## src/rtl/vmove_pkg.sv

```systemverilog
package vmove_pkg;
  typedef enum logic [1:0] {
    ENC_LEGACY = 2'd0,
    ENC_VEX    = 2'd1,
    ENC_EVEX   = 2'd2,
    ENC_RSVD   = 2'd3
  } enc_e;

  localparam int BASE_BITS  = 128;
  localparam int BASE_BYTES = BASE_BITS / 8;
  localparam logic [1:0] VLEN_BAD = 2'd3;
endpackage

```

## src/rtl/vmove_fault_chk.sv

```systemverilog
module vmove_fault_chk
  import vmove_pkg::*;
#(
  parameter int ADDR_W = 6
) (
  input  logic [1:0]        enc,
  input  logic [1:0]        vlen,
  input  logic [3:0]        vvvv,
  input  logic              mem_op,
  input  logic [ADDR_W-1:0] addr_lo,
  output logic [1:0]        eff_vlen,
  output logic              ud,
  output logic              gp
);
  logic [ADDR_W-1:0] align_mask;
  logic              modern;

  // Legacy class is fixed at 128 bits
  assign modern   = (enc == ENC_VEX) || (enc == ENC_EVEX);
  assign eff_vlen = (enc == ENC_LEGACY) ? 2'd0 : vlen;

  always_comb begin
    ud = 1'b0;
    if (enc == ENC_RSVD) ud = 1'b1;
    if (modern && ((vvvv != 4'hF) || (vlen == VLEN_BAD))) ud = 1'b1;
  end

  assign align_mask = ADDR_W'((32'(BASE_BYTES) << eff_vlen) - 32'd1);
  assign gp = !ud && mem_op && (|(addr_lo & align_mask));
endmodule

```

## src/rtl/vmove_lane_sel.sv

```systemverilog
module vmove_lane_sel #(
  parameter int LANE_W = 32,
  parameter int LANES  = 16,
  parameter int MASK_W = 16
) (
  input  logic [LANES*LANE_W-1:0] old_v,
  input  logic [LANES*LANE_W-1:0] src_v,
  input  logic [MASK_W-1:0]       wmask,
  input  logic                    mask_on,
  input  logic                    zero_mode,
  input  logic                    elem64,
  input  logic [1:0]              eff_vlen,
  input  logic                    store_form,
  input  logic                    clear_upper,
  output logic [LANES*LANE_W-1:0] res_v
);
  localparam int AW   = $clog2(LANES) + 2;
  localparam int BASE = 128 / LANE_W;

  logic [AW-1:0] active;
  assign active = AW'(BASE) << eff_vlen;

  for (genvar g = 0; g < LANES; g++) begin : g_lane
    localparam logic [AW-1:0] LIDX = AW'(g);
    logic in_range, mbit, take;
    logic [LANE_W-1:0] o_w, s_w;

    assign o_w      = old_v[g*LANE_W +: LANE_W];
    assign s_w      = src_v[g*LANE_W +: LANE_W];
    assign in_range = LIDX < active;
    // A 64-bit element spans two dword lanes sharing one mask bit
    assign mbit     = elem64 ? wmask[g/2] : wmask[g];
    assign take     = !mask_on || mbit;

    always_comb begin
      if (in_range) begin
        if (take)                          res_v[g*LANE_W +: LANE_W] = s_w;
        else if (!store_form && zero_mode) res_v[g*LANE_W +: LANE_W] = '0;
        else                               res_v[g*LANE_W +: LANE_W] = o_w;
      end else begin
        if (clear_upper) res_v[g*LANE_W +: LANE_W] = '0;
        else             res_v[g*LANE_W +: LANE_W] = o_w;
      end
    end
  end
endmodule

```

## src/rtl/vmove_unit.sv

```systemverilog
module vmove_unit
  import vmove_pkg::*;
#(
  parameter int VEC_W  = 512,
  parameter int LANE_W = 32,
  parameter int MASK_W = 16,
  parameter int ADDR_W = 6
) (
  input  logic              clk,
  input  logic              rst_n,
  input  logic              in_valid,
  output logic              in_ready,
  input  logic [VEC_W-1:0]  old_dst,
  input  logic [VEC_W-1:0]  src,
  input  logic [MASK_W-1:0] wmask,
  input  logic              mask_en,
  input  logic              zero_mode,
  input  logic              elem64,
  input  logic [1:0]        vlen,
  input  logic [1:0]        enc,
  input  logic              dir_from_reg,
  input  logic              mem_op,
  input  logic [ADDR_W-1:0] addr_lo,
  input  logic [3:0]        vvvv,
  output logic              out_valid,
  input  logic              out_ready,
  output logic [VEC_W-1:0]  new_dst,
  output logic              wr_en,
  output logic              fault_ud,
  output logic              fault_gp
);
  localparam int LANES = VEC_W / LANE_W;

  logic [1:0]       eff_vlen;
  logic             ud_c, gp_c, store_form, mask_on, clear_upper, accept;
  logic [VEC_W-1:0] merged;

  assign store_form  = dir_from_reg && mem_op;
  assign mask_on     = mask_en && (enc == ENC_EVEX);
  assign clear_upper = (enc != ENC_LEGACY) && !store_form;

  vmove_fault_chk #(.ADDR_W(ADDR_W)) u_fault (
    .enc(enc), .vlen(vlen), .vvvv(vvvv), .mem_op(mem_op), .addr_lo(addr_lo),
    .eff_vlen(eff_vlen), .ud(ud_c), .gp(gp_c)
  );

  vmove_lane_sel #(.LANE_W(LANE_W), .LANES(LANES), .MASK_W(MASK_W)) u_lanes (
    .old_v(old_dst), .src_v(src), .wmask(wmask), .mask_on(mask_on),
    .zero_mode(zero_mode), .elem64(elem64), .eff_vlen(eff_vlen),
    .store_form(store_form), .clear_upper(clear_upper), .res_v(merged)
  );

  assign in_ready = !out_valid || out_ready;
  assign accept   = in_valid && in_ready;

  always_ff @(posedge clk) begin
    if (!rst_n) begin
      out_valid <= 1'b0;
      new_dst   <= '0;
      wr_en     <= 1'b0;
      fault_ud  <= 1'b0;
      fault_gp  <= 1'b0;
    end else if (accept) begin
      out_valid <= 1'b1;
      new_dst   <= (ud_c || gp_c) ? old_dst : merged;
      wr_en     <= !(ud_c || gp_c);
      fault_ud  <= ud_c;
      fault_gp  <= gp_c;
    end else if (out_ready) begin
      out_valid <= 1'b0;
      wr_en     <= 1'b0;
      fault_ud  <= 1'b0;
      fault_gp  <= 1'b0;
    end
  end

  a_r11_accept_yields_valid: assert property (@(posedge clk) disable iff (!rst_n)
    in_valid && in_ready |=> out_valid);
  a_r11_hold_on_stall: assert property (@(posedge clk) disable iff (!rst_n)
    out_valid && !out_ready |=> out_valid && $stable(new_dst) && $stable(wr_en)
                                 && $stable(fault_ud) && $stable(fault_gp));
  a_r9_fault_blocks_write: assert property (@(posedge clk) disable iff (!rst_n)
    (fault_ud || fault_gp) |-> !wr_en);
  a_r9_ud_over_gp: assert property (@(posedge clk) disable iff (!rst_n)
    !(fault_ud && fault_gp));
  a_r11_strobe_needs_valid: assert property (@(posedge clk) disable iff (!rst_n)
    wr_en |-> out_valid);
endmodule

```

## config.mk

```make
export PLATFORM = sky130hd
export DESIGN_NAME = vmove_unit
export DESIGN_NICKNAME = d
export VERILOG_FILES = /design/src/rtl/vmove_pkg.sv /design/src/rtl/vmove_fault_chk.sv /design/src/rtl/vmove_lane_sel.sv /design/src/rtl/vmove_unit.sv
export SDC_FILE = /design/constraint.sdc
export NUM_CORES = 2
export LEC_CHECK = 0
export ABC_AREA = 1
export BUFFER_PORTS_ARGS = -buffer_cell sky130_fd_sc_hd__buf_4
export CAP_MARGIN = 20
export CORE_AREA = 2 2 608 610
export DETAILED_ROUTE_END_ITERATION = 10
export DIE_AREA = 0 0 610 612
export PLACE_DENSITY_LB_ADDON = 0.12
export SLEW_MARGIN = 5
export SYNTH_ARGS = -nofsm -noshare
export SYNTH_HDL_FRONTEND = slang
export SYNTH_SLANG_ARGS = --single-unit
```

## constraint.sdc

```tcl
create_clock -name clk -period 4 [get_ports clk]
set_clock_uncertainty 0.1 [all_clocks]
set_input_delay 0.6 -clock clk [delete_from_list [all_inputs] [get_ports clk]]
set_output_delay 0.6 -clock clk [all_outputs]
set_load 0.1 [all_outputs]
```

# --- After elaboration in Yosys (flattened, before gate mapping) ---
# Cells that the tools add are included.
op_classes:
  addsub: 1
  mul: 0
  n_div: 0
  magnitude_cmp: 16
  eq_ne: 5
  n_shift: 2
  muxes: 88
  n_bitwise: 1
  reduce_logical: 37
ops:
  columns: ["op", "n"]
  rows:
  - ["two-way mux 32 bit", 64]
  - ["two-way mux 512 bit", 1]
  - ["< comparator 4 x 6 -> 1 bit (first input constant)", 8]
  - ["< comparator 3 x 6 -> 1 bit (first input constant)", 4]
  - ["two-way mux 1 bit", 22]
  - ["logical OR 1 bit", 20]
  - ["< comparator 1 x 6 -> 1 bit (first input constant)", 2]
  - ["< comparator 2 x 6 -> 1 bit (first input constant)", 2]
  - ["logical AND 1 bit", 8]
  - ["AND 6 bit", 1]
  - ["equality test 2 bit (second input constant)", 3]
  - ["OR reduction 6 bit", 1]
  - ["left shift 3 x 2 -> 6 bit (first input constant)", 1]
  - ["left shift 5 x 2 -> 6 bit (first input constant)", 1]
  - ["subtractor 6 x 1 -> 6 bit (second input constant)", 1]
  - ["zero test 1 bit", 5]
  - ["inequality test 4 bit (second input constant)", 1]
  - ["nonzero test 2 bit", 2]
  - ["equality test 2 x 1 -> 1 bit (second input constant)", 1]
  - ["zero test 2 bit", 1]
  - ["two-way mux 2 bit", 1]
totals:
  regBits: 516
  latchBits: 0
  ram_bits: 0
  romBits: 0
  in_bits: 1063
  output_inout_bits: 517
  elab_cells: 155
  mem_count: 0

# --- Longest topological paths before layout ---
logic_depth:
  depth_word: 10
  depth_mapped: 14
  ltp_nobuf: 12

# --- Cells and area by module ---
# Synthesis repeated with hierarchy kept, for this count alone.
hier_totals:
  cells_unflattened: 8868
  hier_area_um2: 43138.9
by_module_without_submodules:
  columns: ["module", "n_inst", "cells_each", "area_each_um2", "seq_area_each_um2"]
  rows:
  - ["vmove_unit", 1, 5434, 29077.9, 10329.9]
  - ["vmove_lane_sel", 1, 3406, 13928.4, 0.0]
  - ["vmove_fault_chk", 1, 28, 132.6, 0.0]

# --- Worst setup path before layout ---
# No wires, ideal clock.
synth_path:
  path_kind: "flip-flop to flip-flop"
  from: "reg out_valid"
  to: "reg new_dst[147]"
  setup_ns: 0.070
  t_arrival_ns: 3.003
  t_required_ns: 3.830
  slack_ns: 0.826
  path_stages_with_launch: 8
  path_buffers: 3
  period_less_slack_ns: 3.174
  cell_sequence: "dfxtp_1 nand2_1 nand2_1 buf_2 buf_2 buf_1 nand2_1 a21oi_1"
synth_between:
  elab_chain_cells: 3
synth_rtl:
  columns: ["element", "line_no", "source"]
  rows:
  - ["start: declaration", "vmove_unit.sv:25", "output logic out_valid,"]
  - ["start signal: assignment", "vmove_unit.sv:58", "out_valid <= 1'b0;"]
  - ["start signal: assignment", "vmove_unit.sv:64", "out_valid <= 1'b1;"]
  - ["start signal: assignment", "vmove_unit.sv:70", "out_valid <= 1'b0;"]
  - ["zero test 1 bit", "vmove_unit.sv:53", "assign in_ready = !out_valid || out_ready;"]
  - ["logical OR 1 bit", "vmove_unit.sv:53", null]
  - ["net in_ready", "vmove_unit.sv:12", "output logic in_ready,"]
  - ["logical AND 1 bit", "vmove_unit.sv:54", "assign accept = in_valid && in_ready;"]
  - ["end signal: assignment", "vmove_unit.sv:65", "new_dst <= (ud_c || gp_c) ? old_dst : merged;"]
  - ["end: declaration", "vmove_unit.sv:27", "output logic [VEC_W-1:0] new_dst,"]
# The timed path passes the listed nets, and every way through them passes these cells.
# A chain may end at the register's enable or synchronous reset.

# --- Worst setup path in the final report ---
layout_path:
  from: "in vvvv[0]"
  to: "reg new_dst[24]"
layout_between:
  elab_chain_cells: 9
layout_rtl:
  columns: ["element", "line_no", "source"]
  rows:
  - ["start: declaration", "vmove_unit.sv:24", "input logic [3:0] vvvv,"]
  - ["inequality test 4 bit (*)", "vmove_fault_chk.sv:25", "if (modern && ((vvvv != 4'hF) || (vlen == VLEN_BAD))) ud = 1'b1;"]
  - ["logical OR 1 bit (*)", "vmove_fault_chk.sv:25", null]
  - ["logical AND 1 bit (*)", "vmove_fault_chk.sv:25", null]
  - ["two-way mux 1 bit (*)", "vmove_fault_chk.sv:25", null]
  - ["zero test 1 bit", "vmove_fault_chk.sv:29", "assign gp = !ud && mem_op && (|(addr_lo & align_mask));"]
  - ["logical AND 1 bit (2 in a row)", "vmove_fault_chk.sv:29", null]
  - ["logical OR 1 bit (*)", "vmove_unit.sv:65", null]
  - ["two-way mux 512 bit (*)", "vmove_unit.sv:65", null]
# Mark *: on every way between the ends. The rest lies on a longest branch, timed or not.

==> flow_summary.toml <==
[worst_hold_path]
worstHoldEndpoint = "new_dst[225]"
hp-class = "input port to flip-flop"
holdPathStages = 5
worstHoldStart = "old_dst[225]"

[clocking]
clockBufferDepth = 4
cts.hold.buffers_added = 366
tritoncts = "yes"
postCtsSetupBuffers = 0
post_cts_resized = 0
path_clk_slew_ns = 0.06
clock_latency_ns = 0.79
cts_sinks = 516
cts_max_level = 3
cts_buffers = 92
root_buffer = "clkbuf_16"

[critical_path]
r2r-end = "new_dst[382]"
r2r_slack_ns = 1.42
crit_path_max_fanout = 38
reg2reg_depth = 9
reg2reg_from = "out_valid"
cp-end-kind = "flip-flop"
start_kind = "input port"
critPathKind = "input port to flip-flop"
cp.arrival_ns = 3.40
required_ns = 4.60

[detailed_routing]
first_iter_violations = 4396
ant_nets = 0
viasPerCell = 4.009
drt-pass1-iter-count = 6
routedWlPerCell_um = 24.22
vias = 56420
detail_route.wirelength_um = 340800
drc = 0

[power]
seqPwrFrac = 0.249
combinationalPowerShare = 0.405
leakagePower_nw = 32.16
p_int_mw = 13.00
p_switching_mw = 10.59
peakVddDrop_v = 0.0002582
swShare = 0.4490
powerDensity_nw_per_um2 = 369.1
pwr-share-clk = 0.346

[timing]
fmax_mhz = 356.5
setup_tns_ns = 0
rsz0062_at_grt = "no"
slew_violations = 0
period_minus_slack_ns = 2.805
setup_viol = 0
maxSlewHeadroom = 0.2001
timing.final.crit_share = 0.7013
hold_viol = 0
tightest_slew_ns = 1.200

[global_route]
gr-total-overflow = 0
grt_max_degree = 149
antenna_found_initial = 147
grt_pass1_vias = 53672
grt_pass1_wl_um = 460500
track_usage = 0.1733

[die]
io_pins = 1580
die_h_um = 612
dieArea_sq_um = 373300
design.core.area_sq_um = 367200
die_w_um = 610
rows = 223
start_util = 0.1084

[logic_synthesis]
ys_seq_area_frac = 0.2596
ys_types = 22
yosys_most_used_dff = "dfxtp_1"
synth_warnings = 0
syn_area_sq_um = 39800
async_reset_ff_frac = 0
synth_enable_flop_cells = 0
synth_fp_nets = 8574
netlist_instances = 7508
yosys_register_bits = 516
avgSynthCellArea_sq_um = 5.301

[placed_design]
dp.cells = 13465
dp_hpwl_um = 248800
place_congestion = 0.8385
port_buffers = 1579

[run]
maxCapViolCount = 0

[layout]
drive_above_1_share = 0.2091
layout_common_cells = "nand2_1 (3395), buf_4 (1670), nand3_1 (832)"
area_delta_synth_final_pct = 60.55
final-instance-count-excl-fill = 14072
n_fill_cell = 42767
final_core_util = 0.1740
mostFrequentLayoutCell = "nand2_1"
layout.nets = 10155

[status]
run_status = "finished clean"
-- critical path, cell delays in order --
cell,delay (ns)
buf_4,0.12
nand2_1,0.05
nor2_1,0.29
buf_4,0.24
nand2_1,0.11
a21oi_4,0.39
buf_12,0.37
nand3_1,0.43
buf_4,0.36
nand2_1,0.17
nand3_1,0.09
nand2_1,0.06
inv_1,0.04
-- logic make-up after synthesis --
logic type,Yosys count,share of synthesized area
AND/OR/NAND/NOR,5017,0.5247
flip-flops,516,0.2596
buffers and inverters,1385,0.1409
adder cells (fa/ha/maj),3,0.0009433
AO/OA/AOI/OAI,587,0.07391
-- registers in the layout (all words and copies together), names as in the netlist --
register,cells
fault_gp,1
new_dst,512
wr_en,1
out_valid,1
fault_ud,1
-- metal layers --
| layer | vias to the layer above | global-route usage | part of all wire |
|---|---|---|---|
| li1 | 26738 | - | - |
| met1 | 27101 | 0.2094 | 0.41 |
| met2 | 2106 | 0.3014 | 0.50 |
| met3 | 449 | 0.02768 | 0.053 |
| met4 | 26 | 0.07565 | 0.037 |
| met5 | - | 0 | 0.00046 |
-- power by group through the flow --
stage               logic [mW]  clock network (mW)  registers [mW]
finish                    9.55                8.16            5.88
global route              10.1                8.69            5.93
CTS                       9.67                8.59            5.88
detailed placement        9.31                   0            5.99
global placement          9.30                   0            5.98
floorplan                 2.71                   0            8.99
-- worst max-delay path by stage --
| stage | start | to | slack [ns] | cells after the start |
|---|---|---|---|---|
| 6_report | vvvv[0] | new_dst[24] | 1.19 | 13 |
| 5_1_grt | vvvv[0] | new_dst[18] | 1.04 | 13 |
| 4_1_cts | vvvv[0] | new_dst[24] | 1.08 | 13 |
| 3_5_place_dp | vvvv[0] | new_dst[24] | 0.18 | 13 |
| 3_3_place_gp | vvvv[0] | new_dst[18] | 0.17 | 13 |
| 2_1_floorplan | out_valid | new_dst[147] | 0.83 | 7 |
-- through the flow --
stage	power [mW]	cell area, sq um	worst slack, ns	hold slack [ns]
floorplan	11.71	39800	0.8264	0.6816
global placement	15.28	57080	0.1664	0.3551
detailed placement	15.29	57100	0.1786	0.3558
CTS	24.15	63670	1.085	0.00003275
global route	24.76	63840	1.041	0.04713
finish	23.59	63900	1.195	0.09419
-- cell usage after synthesis, types with 9 or more instances --
cell type,n,share of area
buf_4,18,0.0034
a21oi_1,586,0.074
clkbuf_1,295,0.028
nand2_1,3400,0.32
inv_1,763,0.072
nor2_1,354,0.033
nor2_2,10,0.0016
nor3_1,90,0.011
buf_2,267,0.034
nand3_1,837,0.11
dfxtp_1,516,0.26
buf_1,32,0.0030
nand4_1,314,0.049
inv_2,9,0.00085
-- area by class of cell --
| type | count | area [sq um] | area share |
|---|---|---|---|
| clock buffer | 142 | 2761 | 0.04322 |
| clock inverter | 18 | 137.6 | 0.002154 |
| multi-input combinational | 5607 | 23990 | 0.3754 |
| timing repair buffer | 2100 | 17500 | 0.2738 |
| sequential | 516 | 10330 | 0.1617 |
| inverter | 772 | 2930 | 0.04586 |
| tap | 4837 | 6052 | 0.09472 |
| antenna | 80 | 200.2 | 0.003133 |
Power figures use the tool's default switching activity.
